--- config.mk ---
export PLATFORM = sky130hd
export DESIGN_NAME = dcs_frame_replay
export DESIGN_NICKNAME = d
export VERILOG_FILES = /design/src/rtl/dcs_frame_replay.sv
export SDC_FILE = /design/constraint.sdc
export NUM_CORES = 1
export LEC_CHECK = 0
export ABC_AREA = 1
export BUFFER_PORTS_ARGS = -buffer_cell sky130_fd_sc_hd__buf_2
export CAP_MARGIN = 15
export CELL_PAD_IN_SITES_DETAIL_PLACEMENT = 0
export CELL_PAD_IN_SITES_GLOBAL_PLACEMENT = 1
export CORE_MARGIN = 10
export CORE_UTILIZATION = 38
export DETAILED_ROUTE_END_ITERATION = 8
export PLACE_DENSITY = 0.68
export SETUP_SLACK_MARGIN = 0.05
export SYNTH_ARGS = -nofsm -noshare
export SYNTH_HDL_FRONTEND = slang
export SYNTH_SLANG_ARGS = --single-unit
--- constraint.sdc ---
create_clock -name clk -period 2.7 [get_ports clk]
set_input_delay 0.27 -clock clk [delete_from_list [all_inputs] [get_ports clk]]
set_output_delay 0.27 -clock clk [all_outputs]
set_load 0.02 [all_outputs]
--- src/rtl/dcs_frame_replay.sv ---
module dcs_frame_replay #(
  parameter int NSLOT = 8,
  parameter logic [7:0] DTYPE = 8'h15
) (
  input  logic       clk,
  input  logic       rst_n,
  input  logic       sof,
  input  logic       cmd_wr,
  input  logic [3:0] cmd_slot,
  input  logic [7:0] cmd_index,
  input  logic [7:0] cmd_value,
  input  logic       ctl_wr,
  input  logic       ctl_en,
  input  logic [5:0] ctl_bytes,
  output logic       out_valid,
  output logic [7:0] out_data,
  input  logic       out_ready,
  output logic       busy,
  output logic       err
);
  localparam int AW   = $clog2(NSLOT);
  localparam int MAXB = 4 * NSLOT;
  localparam int CW   = $clog2(MAXB + 1);
  localparam logic [3:0]    NS   = 4'(NSLOT);
  localparam logic [CW-1:0] MAXC = CW'(MAXB);

  function automatic logic [5:0] ecc_mask(input int i);
    case (i)
      0: return 6'h07;  1: return 6'h0B;  2: return 6'h0D;  3: return 6'h0E;
      4: return 6'h13;  5: return 6'h15;  6: return 6'h16;  7: return 6'h19;
      8: return 6'h1A;  9: return 6'h1C; 10: return 6'h23; 11: return 6'h25;
     12: return 6'h26; 13: return 6'h29; 14: return 6'h2A; 15: return 6'h2C;
     16: return 6'h31; 17: return 6'h32; 18: return 6'h34; 19: return 6'h38;
     20: return 6'h1F; 21: return 6'h2F; 22: return 6'h37; default: return 6'h3B;
    endcase
  endfunction

  function automatic logic [7:0] hdr_ecc(input logic [23:0] h);
    logic [5:0] e;
    e = '0;
    for (int i = 0; i < 24; i++)
      if (h[i]) e = e ^ ecc_mask(i);
    return {2'b00, e};
  endfunction

  logic [7:0]    idx_q [NSLOT];
  logic [7:0]    val_q [NSLOT];
  logic          en_q, busy_q, err_q, hold_v;
  logic [CW-1:0] cnt_q, len_q, ptr_q;
  logic [AW-1:0] hold_slot;
  logic [7:0]    hold_idx, hold_val;

  wire           slot_ok = cmd_wr && (cmd_slot < NS);
  wire [CW-1:0]  req_len = ({{(CW-6){1'b0}}, ctl_bytes} > MAXC) ? MAXC
                                                               : CW'(ctl_bytes);
  wire           start   = sof && !busy_q && en_q && (cnt_q != '0);
  wire           fire    = busy_q && out_ready;
  wire           last    = fire && (ptr_q == len_q - CW'(1));
  wire [1:0]     lane    = ptr_q[1:0];
  wire [AW-1:0]  cur     = ptr_q[AW+1:2];
  wire [23:0]    hdr     = {val_q[cur], idx_q[cur], DTYPE};

  always_ff @(posedge clk) begin
    if (!rst_n) begin
      en_q  <= 1'b0;
      cnt_q <= '0;
      err_q <= 1'b0;
    end else begin
      if (ctl_wr) begin
        en_q  <= ctl_en;
        cnt_q <= req_len;
      end
      if (cmd_wr && !slot_ok) err_q <= 1'b1;
      else if (ctl_wr)        err_q <= 1'b0;
    end
  end

  always_ff @(posedge clk) begin
    if (!rst_n) begin
      busy_q <= 1'b0;
      ptr_q  <= '0;
      len_q  <= '0;
    end else if (start) begin
      busy_q <= 1'b1;
      ptr_q  <= '0;
      len_q  <= cnt_q;
    end else if (fire) begin
      ptr_q <= ptr_q + CW'(1);
      if (last) busy_q <= 1'b0;
    end
  end

  always_ff @(posedge clk) begin
    if (!rst_n) begin
      hold_v    <= 1'b0;
      hold_slot <= '0;
      hold_idx  <= '0;
      hold_val  <= '0;
    end else if (busy_q && slot_ok) begin
      hold_v    <= 1'b1;
      hold_slot <= cmd_slot[AW-1:0];
      hold_idx  <= cmd_index;
      hold_val  <= cmd_value;
    end else if (!busy_q) begin
      hold_v <= 1'b0;
    end
  end

  for (genvar s = 0; s < NSLOT; s++) begin : g_slot
    always_ff @(posedge clk) begin
      if (!rst_n) begin
        idx_q[s] <= '0;
        val_q[s] <= '0;
      end else if (!busy_q) begin
        if (slot_ok && cmd_slot[AW-1:0] == AW'(s)) begin
          idx_q[s] <= cmd_index;
          val_q[s] <= cmd_value;
        end else if (hold_v && hold_slot == AW'(s)) begin
          idx_q[s] <= hold_idx;
          val_q[s] <= hold_val;
        end
      end
    end
  end

  always_comb begin
    case (lane)
      2'd0:    out_data = hdr[7:0];
      2'd1:    out_data = hdr[15:8];
      2'd2:    out_data = hdr[23:16];
      default: out_data = hdr_ecc(hdr);
    endcase
  end

  assign out_valid = busy_q;
  assign busy      = busy_q;
  assign err       = err_q;
endmodule


# Yosys cells after proc, flatten, opt, wreduce, memory -nomap -nowiden
# Memories as Yosys holds them, arrays and structs flattened. A register that Yosys moved wholly into a read port is not among the register bits.
# Cells that the tools add are included.
# word_totals
regBits,41
mem_bits_rw,128
input_bits,33
output_inout_bits,11
elab_cells,307
mem_count,2
# mem_list
name,depth,width,read_ports,rd_clocked_by_memory_dff,write_ports,line_no,text
idx_q,8,8,1,1,8,46,logic [7:0] idx_q [NSLOT];
val_q,8,8,1,1,8,47,logic [7:0] val_q [NSLOT];
# op_classes
addsub,2
magnitude_cmp,2
n_eq_ne,18
mux,186
bitwise,51
reduce_logical,36
# ops
cell,n
$mux W6,69
$mux W8,32
$xor A6 B6 Y6,18
$mux W1,80
$or A1 B1 Y1,32
$eq A3 B3 Y1 const B,8
$logic_and A1 B1 Y1,24
$pmux W8 S3,1
$eq A3 B2 Y1 const B,4
$mux W3,4
$add A6 B1 Y6 const B,1
$eq A3 B1 Y1 const B,2
$eq A6 B6 Y1,1
$gt A6 B6 Y1 const B,1
$logic_not A3 Y1,2
$reduce_bool A2 Y1,3
$reduce_bool A6 Y1,1
$sub A6 B1 Y6 const B,1
$lt A4 B4 Y1 const B,1
$reduce_or A3 Y1,1
$eq A2 B1 Y1 const B,1
$eq A2 B2 Y1 const B,1
$logic_not A1 Y1,2
$logic_not A2 Y1,1
4 further kinds,4

# Longest topological paths before layout
# depth
word_depth,55
mapped_depth,18
depth_no_buf,17

# Least setup slack after synthesis
# OpenSTA, ideal clock, no wires.
# synth_timing
kind,reg-to-reg
startpoint,reg busy_q (netlist: busy)
endpoint,"mem idx_q[3][0], enable pin"
arrival_ns,2.053
t_required_ns,2.325
slack_ns,0.272
stages_incl_launch_ff,10
path_cell_list,dfxtp_1 > buf_2 > nor2_4 > nand2_1 > nor2_2 > inv_2 > or3_1 > buf_2 > buf_6 > nand3_1
# synth_rtl
element,line_no,text
start: declaration,48,"logic en_q, busy_q, err_q, hold_v;"
start signal: assignment,80,busy_q <= 1'b0;
start signal: assignment,84,busy_q <= 1'b1;
start signal: assignment,89,if (last) busy_q <= 1'b0;
end: declaration,46,

==> flow_metrics.env <==
export IMPL_status="finished with violations"
export IMPL_violations="negative setup slack"
export IMPL_hold_path_depth=3
export IMPL_core_um2=24500
export IMPL_max_slew_margin_rel=0.407
export IMPL_hpwlAfterDp_um=21000
export IMPL_cts_buffers=17
export IMPL_syn_inst=1200
export IMPL_die_area_um2=31800
export IMPL_dp_slack_ns=0.133
export IMPL_startpoint_type="flip-flop"
export IMPL_final_cells=1604
export IMPL_grt_pass1_vias=8107
export IMPL_synthFlopType="edfxtp_1"
export IMPL_cts_sinks=172
export IMPL_antenna_found_initial=0
export IMPL_synth_most_common_cell="nand2_1"
export IMPL_path_class="flip-flop to output pin"
export IMPL_ys_seq_area_frac=0.496
export IMPL_layout_setup_ws_ns=-0.0300
export IMPL_synthesis_area_um2=9530
export IMPL_async_flop_share=0
export IMPL_period_needed_ns=2.73
export IMPL_multi_input_area_um2=4210
export IMPL_cellPowerDensity_nw_per_um2=524
export IMPL_synth_top_area_cell="edfxtp_1"
export IMPL_drv_slew=0
export IMPL_htreeDepth=4
export IMPL_synth_common_cells="nand2_1, inv_1, o22ai_1, edfxtp_1, nand3_1"
export IMPL_rsz0062_at_grt="yes"
export IMPL_grt_util_all_layers=0.202
export IMPL_worst_pin_slew_ns=0.887
export IMPL_fin_nets=1305
export IMPL_synthesis_yosys_warnings=0
export IMPL_fin_crit_sh=1.01
export IMPL_io_pins=44
export IMPL_start_util=0.389
export IMPL_ys_ff_latch=172
export IMPL_seq_area_um2=4730
export IMPL_clk_path_buf_depth=2
export IMPL_hp_class="input port to flip-flop"
export IMPL_cp_max_fo=17
export IMPL_drc=0
export IMPL_ys_top_cells_by_area="edfxtp_1, nand2_1, dfxtp_1, o22ai_1, inv_1"
export IMPL_synth_fp_nets=1238
export IMPL_avgSynthCellArea_um2=7.94
export IMPL_ctsRootBufferMaster="clkbuf_16"
export IMPL_fin_total_pwr_uw=6010
export IMPL_cts_tree="yes"
export IMPL_vias_per_cell=5.33
export IMPL_setup_viol=2
export IMPL_routed_wl_um=31800
export IMPL_area_growth_pct=20.3
export IMPL_yosysUniqueCellTypes=35
export IMPL_endpoint_kind="output pin"
export IMPL_ctsHoldBuffers=0
export IMPL_wl_per_cell_um=19.8
export IMPL_synth_edf_count=128
export IMPL_io_buffers=43
export IMPL_worst_ir_drop_vdd_uv=532
export IMPL_vias=8544
export IMPL_cap_violations=0
export IMPL_grt_pass1_wl_um=49000
export IMPL_cp_required_ns=2.43
export IMPL_fill_cells=2432
export IMPL_overflow=0
export IMPL_power_leakage_uw=0.00477
export IMPL_detail_route_antenna_nets=0
export IMPL_dp_cells=1559
export IMPL_clkLatencyLatePin_ns=0.44
export IMPL_r2r_worst_path_cells=6
export IMPL_drt_iter0_markers=901
export IMPL_crit_arrival_ns=2.46
export IMPL_drt_pass1_iter_count=6
export IMPL_skew_ns=0.0128
export IMPL_place_congestion=0.851
export IMPL_die_width_um=178
export IMPL_grt_max_degree=39
export IMPL_diodes=0
export IMPL_drive_gt1_frac=0.177
export IMPL_clkTransAtPathRegs_ns=0.07
export IMPL_max_freq_mhz=366
export IMPL_hold_viol_final=0
export IMPL_row_count=57
export IMPL_synth_top_area_frac=0.404
export IMPL_dieHeight_um=178
-- path summary, 6_finish.rpt --
kind / to / start / slack [ns]
max: out_data[3] / flip-flop / -0.03
min: cnt_q[3] / ctl_bytes[3] / 0.07
max reg2reg: val_q[0][0] / busy / 0.49
min reg2reg: en_q / en_q / 0.46
-- stage by stage --
stage               area (um^2)  TNS [ns]  utilization  hold WS (ns)
global route              11500    -0.968        0.468        0.0776
CTS                       11400         0        0.464        0.0610
detailed placement        10200         0        0.419         0.452
global placement          10200         0        0.419         0.446
floorplan                  9530         0            -         0.410
finish                    11500   -0.0546        0.468        0.0672
-- critical path, stage by stage (launching register included) --
cell	delay [ns]
dfxtp_4	0.41
inv_8	0.12
buf_8	0.18
nand2_1	0.07
nand3_1	0.10
nand2_1	0.08
nand2_1	0.10
nand2_4	0.08
buf_4	0.15
xnor2_1	0.28
inv_1	0.09
nand3_1	0.09
nand3_1	0.08
nand2_1	0.08
buf_4	0.13
-- placed cells by master, fill, tap and decap left out, types with 3 or more instances in the layout --
master	n
o22ai_1	129
nand3_2	21
nand2_2	34
o21ai_0	30
clkinvlp_4	4
dfxtp_1	43
ha_1	5
inv_1	159
a21oi_1	35
clkinv_1	18
buf_12	7
xor2_1	10
nand2_1	333
nor2_1	48
o22ai_2	9
o21ai_4	5
nor3_1	3
xor2_2	3
buf_4	48
bufinv_16	3
nand3_1	89
xnor2_1	3
buf_16	3
buf_6	3
o21ai_1	7
edfxtp_1	128
xnor2_2	4
clkbuf_16	17
buf_2	39
nand2_4	11
-- per-layer routing --
metal / up-vias / routed length (um) / track usage
met5: - / 0 / 0
met4: 0 / 563 / 0.0579
met3: 53 / 2160 / 0.0281
met1: 3963 / 14600 / 0.283
met2: 367 / 14500 / 0.318
li1: 4161 / - / -
-- registers in the layout (all words and copies together) (netlist names), 3 cells and up, named ones only --
name and flops:
val_q 64, idx_q 64, cnt_q 6, hold_val 8
ptr_q 6, hold_slot 3, len_q 6, hold_idx 8
-- repair_timing --
item | in CTS | in global routing
setup buffers | 5 | 5
gates resized for setup | 100 | 18
endpoints found under the setup margin | 6 | 6
cloned | 3 | 0
pin swaps | 25 | 10
-- layout make-up --
cell class | count | area share
Timing Repair Buffer | 101 | 0.0722
Sequential cell | 172 | 0.413
Inverter | 180 | 0.0599
Multi-Input combinational cell | 795 | 0.368
Clock buffer | 19 | 0.0378
Clock inverter | 13 | 0.0145
Tap cell | 324 | 0.0354
-- power by group --
part	internal (uW)	switching [uW]
Sequential	2920	27.7
Combinational	164	370
Clock	1460	1070
-- cells by family after synthesis --
logic type / synth area share
buffers and inverters: 0.100
AOI/OAI and AO/OA: 0.144
xor gates and xnor gates: 0.0192
and+or+nand+nor: 0.234
DFF: 0.496
adders and majority gates: 0.00657
(Power assumes the default switching activity.)
